<file path="config.mk">
export PLATFORM = sky130hd
export DESIGN_NAME = rtc_calendar_chain
export DESIGN_NICKNAME = d
export VERILOG_FILES = /design/src/rtl/rtc_pkg.sv /design/src/rtl/rtc_tick_src.sv /design/src/rtl/rtc_prescaler.sv /design/src/rtl/rtc_month_len.sv /design/src/rtl/rtc_bcd_field.sv /design/src/rtl/rtc_calendar_chain.sv
export SDC_FILE = /design/constraint.sdc
export NUM_CORES = 1
export LEC_CHECK = 0
export ABC_CLOCK_PERIOD_IN_PS = 8300
export BUFFER_PORTS_ARGS = -buffer_cell sky130_fd_sc_hd__buf_2
export CAP_MARGIN = 20
export CORE_MARGIN = 5
export CORE_UTILIZATION = 25
export CTS_CLUSTER_SIZE = 8
export DETAILED_ROUTE_END_ITERATION = 7
export PLACE_DENSITY_LB_ADDON = 0.3
export SYNTH_ARGS = -nofsm -noshare
export SYNTH_HDL_FRONTEND = slang
export SYNTH_SLANG_ARGS = --single-unit
export TNS_END_PERCENT = 1
</file>
<file path="constraint.sdc">
create_clock -name clk -period 8.3 [get_ports clk]
set_input_delay 0.415 -clock clk [delete_from_list [all_inputs] [get_ports clk]]
set_output_delay 0.415 -clock clk [all_outputs]
set_load 0.02 [all_outputs]
</file>
<file path="src/rtl/rtc_pkg.sv">
package rtc_pkg;
  localparam int FW   = 8;
  localparam int NBCD = 6;

  // field indices of the BCD chain, least significant first
  localparam int F_SEC = 0;
  localparam int F_MIN = 1;
  localparam int F_HR  = 2;
  localparam int F_DAY = 3;
  localparam int F_MON = 4;
  localparam int F_YR  = 5;

  // register addresses
  localparam int A_CTRL = 0;
  localparam int A_SEC  = 1;
  localparam int A_MIN  = 2;
  localparam int A_HR   = 3;
  localparam int A_DAY  = 4;
  localparam int A_WDAY = 5;
  localparam int A_MON  = 6;
  localparam int A_YR   = 7;

  localparam logic [2:0] WDAY_LAST = 3'd6;

  function automatic logic [FW-1:0] fld_lo(input int i);
    return (i == F_DAY || i == F_MON) ? 8'h01 : 8'h00;
  endfunction

  function automatic logic [FW-1:0] fld_hi(input int i);
    case (i)
      F_SEC, F_MIN: return 8'h59;
      F_HR:         return 8'h23;
      F_DAY:        return 8'h31;
      F_MON:        return 8'h12;
      default:      return 8'h99;
    endcase
  endfunction

  function automatic logic [FW-1:0] fld_mask(input int i);
    case (i)
      F_SEC, F_MIN: return 8'h7F;
      F_HR, F_DAY:  return 8'h3F;
      F_MON:        return 8'h1F;
      default:      return 8'hFF;
    endcase
  endfunction

  function automatic int fld_addr(input int i);
    case (i)
      F_SEC:   return A_SEC;
      F_MIN:   return A_MIN;
      F_HR:    return A_HR;
      F_DAY:   return A_DAY;
      F_MON:   return A_MON;
      default: return A_YR;
    endcase
  endfunction
endpackage

</file>
<file path="src/rtl/rtc_tick_src.sv">
module rtc_tick_src (
  input  logic clk,
  input  logic rst,
  input  logic ext_mode,
  input  logic tick64_in,
  input  logic ext_clk_pin,
  output logic step
);
  logic s1, s2, s3;

  always_ff @(posedge clk) begin
    if (rst) begin
      s1 <= 1'b0;
      s2 <= 1'b0;
      s3 <= 1'b0;
    end else begin
      s1 <= ext_clk_pin;
      s2 <= s1;
      s3 <= s2;
    end
  end

  always_comb begin
    if (ext_mode) step = s2 & ~s3;
    else          step = tick64_in;
  end
endmodule

</file>
<file path="src/rtl/rtc_prescaler.sv">
module rtc_prescaler #(
  parameter int DIV_BITS = 6
) (
  input  logic clk,
  input  logic rst,
  input  logic halt,
  input  logic step,
  output logic sec_tick
);
  localparam logic [DIV_BITS-1:0] FIRE_AT = DIV_BITS'((1 << (DIV_BITS-1)) - 1);

  logic [DIV_BITS-1:0] cnt;

  assign sec_tick = step & ~halt & (cnt == FIRE_AT);

  always_ff @(posedge clk) begin
    if (rst || halt) cnt <= '0;
    else if (step)   cnt <= cnt + 1'b1;
  end
endmodule

</file>
<file path="src/rtl/rtc_month_len.sv">
module rtc_month_len (
  input  logic [7:0] mon,
  input  logic [7:0] yr,
  output logic [7:0] last_day
);
  logic [1:0] mod4;
  logic       leap;

  always_comb begin
    // 10*t + o is divisible by 4 exactly when 2*t + o is
    mod4 = {yr[4], 1'b0} + yr[1:0];
    leap = (mod4 == 2'b00);
    case (mon[4:0])
      5'h02:                      last_day = leap ? 8'h29 : 8'h28;
      5'h04, 5'h06, 5'h09, 5'h11: last_day = 8'h30;
      default:                    last_day = 8'h31;
    endcase
  end
endmodule

</file>
<file path="src/rtl/rtc_bcd_field.sv">
module rtc_bcd_field #(
  parameter logic [7:0] LO   = 8'h00,
  parameter logic [7:0] MASK = 8'hFF
) (
  input  logic       clk,
  input  logic       rst,
  input  logic       ld,
  input  logic [7:0] ld_val,
  input  logic       inc,
  input  logic [7:0] hi,
  output logic [7:0] q,
  output logic       at_max
);
  logic [7:0] nxt;

  always_comb begin
    at_max = (q >= hi);
    if (at_max)               nxt = LO;
    else if (q[3:0] >= 4'd9)  nxt = {q[7:4] + 4'd1, 4'd0};
    else                      nxt = q + 8'd1;
  end

  always_ff @(posedge clk) begin
    if (rst)      q <= LO;
    else if (ld)  q <= ld_val & MASK;
    else if (inc) q <= nxt;
  end
endmodule

</file>
<file path="src/rtl/rtc_calendar_chain.sv">
module rtc_calendar_chain
  import rtc_pkg::*;
#(
  parameter int ADDR_W   = 4,
  parameter int DIV_BITS = 6
) (
  input  logic              clk,
  input  logic              rst,
  input  logic              tick64_in,
  input  logic              ext_clk_pin,
  input  logic              vlow_evt,
  input  logic              rd_burst,
  input  logic              reg_rd_en,
  input  logic              reg_wr_en,
  input  logic [ADDR_W-1:0] reg_addr,
  input  logic [FW-1:0]     reg_wdata,
  output logic [FW-1:0]     reg_rdata
);
  logic halt, ext_mode, vl, century, pend;
  logic step, sec_tick, freeze, apply, yr_wrap;
  logic [2:0] wday;
  logic [7:0] day_hi;
  logic [NBCD-1:0][FW-1:0] fld_q;
  logic [NBCD-1:0][FW-1:0] fld_hi_v;
  logic [NBCD-1:0] at_max, inc_v, wr_fld;
  logic [FW-1:0] rd_mux;

  function automatic logic hit(input logic [ADDR_W-1:0] a, input int target);
    return a == ADDR_W'(target);
  endfunction

  rtc_tick_src u_src (
    .clk(clk), .rst(rst), .ext_mode(ext_mode), .tick64_in(tick64_in),
    .ext_clk_pin(ext_clk_pin), .step(step)
  );

  rtc_prescaler #(.DIV_BITS(DIV_BITS)) u_pre (
    .clk(clk), .rst(rst), .halt(halt), .step(step), .sec_tick(sec_tick)
  );

  rtc_month_len u_mlen (
    .mon(fld_q[F_MON]), .yr(fld_q[F_YR]), .last_day(day_hi)
  );

  assign freeze = rd_burst | reg_rd_en;
  assign apply  = (sec_tick | pend) & ~freeze & ~reg_wr_en;

  always_comb begin
    logic c;
    c = apply;
    for (int i = 0; i < NBCD; i++) begin
      inc_v[i]    = c;
      c           = c & at_max[i];
      fld_hi_v[i] = (i == F_DAY) ? day_hi : fld_hi(i);
      wr_fld[i]   = reg_wr_en & hit(reg_addr, fld_addr(i));
    end
    yr_wrap = c;
  end

  for (genvar gi = 0; gi < NBCD; gi++) begin : g_fld
    rtc_bcd_field #(.LO(fld_lo(gi)), .MASK(fld_mask(gi))) u_fld (
      .clk(clk), .rst(rst), .ld(wr_fld[gi]), .ld_val(reg_wdata),
      .inc(inc_v[gi]), .hi(fld_hi_v[gi]), .q(fld_q[gi]), .at_max(at_max[gi])
    );
  end

  // held increment across a read hold or a write cycle
  always_ff @(posedge clk) begin
    if (rst)           pend <= 1'b0;
    else if (apply)    pend <= 1'b0;
    else if (sec_tick) pend <= 1'b1;
  end

  always_ff @(posedge clk) begin
    if (rst) begin
      halt     <= 1'b0;
      ext_mode <= 1'b0;
    end else if (reg_wr_en && hit(reg_addr, A_CTRL)) begin
      halt     <= reg_wdata[0];
      ext_mode <= reg_wdata[1];
    end
  end

  always_ff @(posedge clk) begin
    if (rst)                                     vl <= 1'b1;
    else if (vlow_evt)                           vl <= 1'b1;
    else if (reg_wr_en && hit(reg_addr, A_SEC))  vl <= reg_wdata[7];
  end

  always_ff @(posedge clk) begin
    if (rst)                                     wday <= 3'd0;
    else if (reg_wr_en && hit(reg_addr, A_WDAY)) wday <= reg_wdata[2:0];
    else if (inc_v[F_DAY])                       wday <= (wday >= WDAY_LAST) ? 3'd0 : wday + 3'd1;
  end

  always_ff @(posedge clk) begin
    if (rst)                                     century <= 1'b0;
    else if (reg_wr_en && hit(reg_addr, A_MON))  century <= reg_wdata[7];
    else if (yr_wrap)                            century <= ~century;
  end

  always_comb begin
    rd_mux = '0;
    if (hit(reg_addr, A_CTRL)) rd_mux = {6'd0, ext_mode, halt};
    if (hit(reg_addr, A_SEC))  rd_mux = {vl, fld_q[F_SEC][6:0]};
    if (hit(reg_addr, A_MIN))  rd_mux = fld_q[F_MIN];
    if (hit(reg_addr, A_HR))   rd_mux = fld_q[F_HR];
    if (hit(reg_addr, A_DAY))  rd_mux = fld_q[F_DAY];
    if (hit(reg_addr, A_WDAY)) rd_mux = {5'd0, wday};
    if (hit(reg_addr, A_MON))  rd_mux = {century, fld_q[F_MON][6:0]};
    if (hit(reg_addr, A_YR))   rd_mux = fld_q[F_YR];
  end

  always_ff @(posedge clk) begin
    if (rst)            reg_rdata <= '0;
    else if (reg_rd_en) reg_rdata <= rd_mux;
  end
endmodule

</file>
# Word level (Yosys, flattened, before mapping)
# Cells that the tools add are included.
# Widths: inputs -> output; s select.
# word_totals
ff_bits,73
in_bits,20
output_inout_bits,8
# classes
addsub,15
order_cmp,13
eq_ne,13
muxes,40
bitwise_logic,24
n_reduce_logical,23
# ops
operator,count
$mux 8,21
$add 8x1->8 const B,6
$mux 7,4
$add 4x1->4 const B,6
$ge 4x4->1 const B,6
$mux 6,4
$and 1x1->1,17
$eq 4x3->1 const B,4
$ge 8x7->1 const B,2
$pmux 8 s2,1
$reduce_bool 2->1,8
$reduce_or 2->1,7
$eq 5x3->1 const B,2
$mux 5,2
$mux 3,3
$eq 4x2->1 const B,2
$ge 8x5->1 const B,1
$ge 8x6->1 const B,1
$ge 8x8->1,1
$ge 8x8->1 const B,1
$add 6x1->6 const B,1
$eq 6x5->1 const B,1
$eq 5x2->1 const B,1
$eq 5x4->1 const B,1
14 further kinds,25

# Longest topological paths before layout
# logic_depth
depth_word,16
ltp_mapped,15
mapped_depth_nobuf,14

# Modules after synthesis
# From an unflattened synthesis, not the netlist that was laid out.
# hier_totals
cells_unflattened,748
hier_area_um2,6354.8
# modules_own_cells
mod,instances,cells_per_inst,area_per_inst_um2
rtc_bcd_field at g_fld[0].u_fld ...,2,88,749.5
rtc_calendar_chain,1,144,1251.2
rtc_bcd_field at g_fld[5].u_fld,1,96,829.5
rtc_bcd_field at g_fld[2].u_fld,1,95,800.8
rtc_bcd_field at g_fld[4].u_fld,1,90,750.7
rtc_bcd_field at g_fld[3].u_fld,1,92,749.5
rtc_prescaler,1,29,267.8
rtc_month_len,1,17,111.4
rtc_tick_src,1,9,95.1

# Worst setup path after synthesis
# No wires, ideal clock.
# synth_timing
path_kind,register to register
start,reg g_fld[4].u_fld.q[0]
end,reg g_fld[4].u_fld.q[4]
setup_ns,0.134
arrival_ns,2.800
required_time_ns,8.166
setup_slack_ns,5.366
stages_incl_launch_ff,13
period_less_slack_ns,2.934
cell_sequence,dfxtp_1 inv_1 ha_1 nor4b_1 a31o_2 ha_1 nor4b_1 o21ai_1 a211o_1 nor4b_2 buf_2 a221oi_1 a211oi_1
# synth_between
elab_chain_cells,6
elab_cells_between_ends,17
# synth_rtl
element,line_no,rtl
"start, declared",rtc_bcd_field.sv:11,"output logic [7:0] q,"
"start signal, assigned",rtc_bcd_field.sv:25,else if (ld) q <= ld_val & MASK;
"start signal, assigned",rtc_bcd_field.sv:26,else if (inc) q <= nxt;
"$eq 5x3->1, or another cell as far along",rtc_month_len.sv:13,case (mon[4:0])
$reduce_or 4->1,rtc_month_len.sv:13,
$pmux 8 s2,rtc_month_len.sv:13,
$ge 8x8->1,rtc_bcd_field.sv:17,at_max = (q >= hi);
$and 1x1->1,rtc_calendar_chain.sv:53,c = c & at_max[i];
$reduce_bool 2->1 (no source line),n/a,
# Several ways; a longest one is shown, not always the timed one. The select of a mux whose other input is x is not followed.
# A chain may end at the register's enable or synchronous reset.

# Worst setup path after layout
# layout_timing
start,reg g_fld[4].u_fld.q[0]
end,reg g_fld[4].u_fld.q[1]
# The elaborated chain is that of the path after synthesis.

==> flow_summary.yaml <==
worst_setup_path:
  worst-path-buf-inv: 2
  cp-end-kind: "flip-flop"
  worstPathCellList: "inv_1 -> ha_1 -> nor4b_1 -> a31o_2 -> ha_1 -> nor4b_1 -> o21ai_1 -> a211o_1 -> nor4b_2 -> buf_4 -> nor4b_2 -> a221oi_1 -> nor2_1"
  cpPeakStageDelay_ps: 460
  critPathTopFamily: "simple AND/OR/NAND/NOR gates"
  critPathKind: "flip-flop to flip-flop"
  cp.arrival_ps: 3670
  cp.required_ps: 8510
  cp_slowest_cell: "nor4b_1"
  rr_worst_depth: 13
  critPathMaxFanout: 13
  cp-start-kind: "flip-flop"
  crit_cells: 13
synth:
  synth_top_area_share_pct: 30.6
  synthTopCellsByCount: "73 x dfxtp_1, 69 x nor2_1, 66 x nand2_1"
  synthTopCellsByArea: "dfxtp_1 31%, ha_1 9.4%, nor2_1 5.4%"
  synth_area_sq_um: 4770
  syn-instance-count: 611
  ys_ff_latch: 73
  postSynthAreaPerCell_sq_um: 7.81
  yosysMostFrequentCell: "dfxtp_1"
  synthFlopType: "dfxtp_1"
  syn-num-nets: 667
  synth_warnings: 0
  synth-edff-count: 0
  async_reset_ff_share_pct: 0
  synth_cell_type_count: 69
  yosysSeqAreaShare_pct: 30.6
  synth.largest_area_cell: "dfxtp_1"
cts:
  cts_num_sinks: 73
  cts_tree: "done"
  path_clk_slew_ps: 70
  cts_made_buffers: 9
  cts-root-buf: "clkbuf_16"
  holdBufCountCts: 0
  ctsResizeCount: 0
  clockBufferDepth: 2
  clk_latency_ps: 350
  h-tree-depth: 3
  post_cts_buffers: 0
final_layout:
  multi_input_area_sq_um: 3080
  area_delta_synth_final_pct: 13.0
  seq_area_sq_um: 1460
  fin_nets: 675
  fillerInstances: 2029
  drive_above_1_share_pct: 10.7
  diodes: 0
route:
  antenna_left: 0
  drc_errors: 0
  wl_um: 14600
  drtIter0Drc: 366
  first_pass_iters: 6
  vias: 4581
  route.detailed.wl_per_inst_um: 17.1
  vias_per_cell: 5.34
timing:
  clock_skew_ps: 9.57
  worst_pin_slew_ps: 862
  rsz0062_at_grt: "no"
  finalSetupViolCount: 0
  max_freq_ghz: 0.289
  tns_ps: 0
  slew_headroom_pct: 42.0
  timing.final.ws_setup_ps: 4840
  fin_crit_sh_pct: 41.7
  slew_violations: 0
  timing.final.crit_period_ps: 3460
  hold_viol: 0
power_and_ir_drop:
  p_sw_share_pct: 26.7
  cellPowerDensity_nw_per_um2: 161
  ir_worst_vdd_uv: 90.0
  p_comb_share_pct: 9.2
  p_leak_nw: 1.94
  power_switching_uw: 231
  p_int_uw: 637
  power_frac_clock_pct: 47.7
  power_frac_seq_pct: 43.1
die:
  dieArea_sq_um: 22000
  die-width_um: 148
  core-area_sq_um: 18800
  core.rowCount: 50
  ios: 28
  start_util_pct: 25.4
  die_h_um: 148
hold_path:
  holdPathStages: 2
  hp-class: "input port to flip-flop"
placement:
  dp_hpwl_um: 10400
  dp_slack_ps: 4870
  routabilityCongestion: 0.858
  portBuffers: 27
grt:
  antenna_found_initial: 0
  grt_pass1_wl_um: 23700
  grt_max_degree: 71
  overflow: 0
  grt_pass1_vias: 4259
  grtUsageTotal_pct: 13.6
run:
  drv_cap: 0
run_status:
  status: "finished clean"
[per-layer routing]
layer	routed length (um)	share of wire (%)	GRT usage, %
met1	6930	47	18.7
met5	0	0	0
met2	6720	46	21.6
met4	294	2.0	4.85
met3	704	4.8	2.35
[path summary, 6_finish.rpt]
path | start | to | slack, ps
worst min-delay path | ext_clk_pin | u_src.s1$_SDFF_PP0_ | 290
worst max-delay path | g_fld[4].u_fld.q[0]$_SDFFE_PP1P_ | g_fld[4].u_fld.q[1]$_SDFFE_PP0P_ | 4840
worst min register to register | u_src.s1$_SDFF_PP0_ | u_src.s2$_SDFF_PP0_ | 460
worst max register to register | g_fld[4].u_fld.q[0]$_SDFFE_PP1P_ | g_fld[4].u_fld.q[1]$_SDFFE_PP0P_ | 4840
[cells by family after synthesis]
kind of cell,share of synthesized area (%)
compound gates,23.0
xor+xnor,1.65
mux,2.86
flops,30.6
fa+ha+maj,9.43
simple gates,27.5
buf+inv,4.93
[cell usage in the layout, fill, tap and decap left out, types with 5 or more instances in the layout]
cell	count
dfxtp_1	73
nor2_1	69
nand2_1	66
a21oi_1	40
ha_1	36
inv_1	28
nand3_1	27
buf_2	27
o21ai_0	22
nor3_1	20
a211oi_1	13
a31oi_1	12
and3_1	10
nor2b_1	10
o211ai_1	10
a311oi_1	9
clkbuf_16	9
nor4_1	8
mux2i_1	8
a22oi_1	7
a221oi_1	7
xor2_1	6
or3_1	5
and2_1	5
nand2b_1	5
o21ai_1	5
o22ai_1	5
a32oi_1	5
[through the flow]
stage | instances | util (%) | power, mW | hold WS, ps | instance area, sq um
floorplan | 611 | - | 0.431 | 414 | 4770
global placement | 842 | 27.1 | 0.462 | 457 | 5090
detailed placement | 842 | 27.1 | 0.462 | 458 | 5090
CTS | 858 | 28.7 | 0.877 | 284 | 5390
global route | 858 | 28.7 | 0.898 | 329 | 5390
finish | 858 | 28.7 | 0.868 | 292 | 5390
[sequential cells by signal, summed over array words and instances, names as in the netlist, 3 cells and up]
| signal | flops |
|---|---|
| wday | 3 |
| u_pre.cnt | 6 |
| g_fld.u_fld.q | 48 |
| reg_rdata | 8 |
[layout make-up]
| cell class | count | area share [%] |
|---|---|---|
| Clock buffer | 11 | 4.69 |
| Multi-Input combinational cell | 478 | 57.1 |
| Sequential cell | 73 | 27.1 |
| Inverter | 28 | 1.95 |
| Timing Repair Buffer | 29 | 2.78 |
| Tap cell | 234 | 5.43 |
| Clock inverter | 5 | 0.997 |
[power groups by stage]
| stage | registers [mW] | clock network, mW | logic (mW) |
|---|---|---|---|
| final | 0.374 | 0.414 | 0.0800 |
| after detailed placement | 0.382 | 0 | 0.0803 |
| after global routing | 0.376 | 0.432 | 0.0891 |
| after global placement | 0.382 | 0 | 0.0805 |
| after floorplan | 0.378 | 0 | 0.0526 |
| after CTS | 0.374 | 0.422 | 0.0809 |
Note: power is estimated with default switching activity, not from simulation.
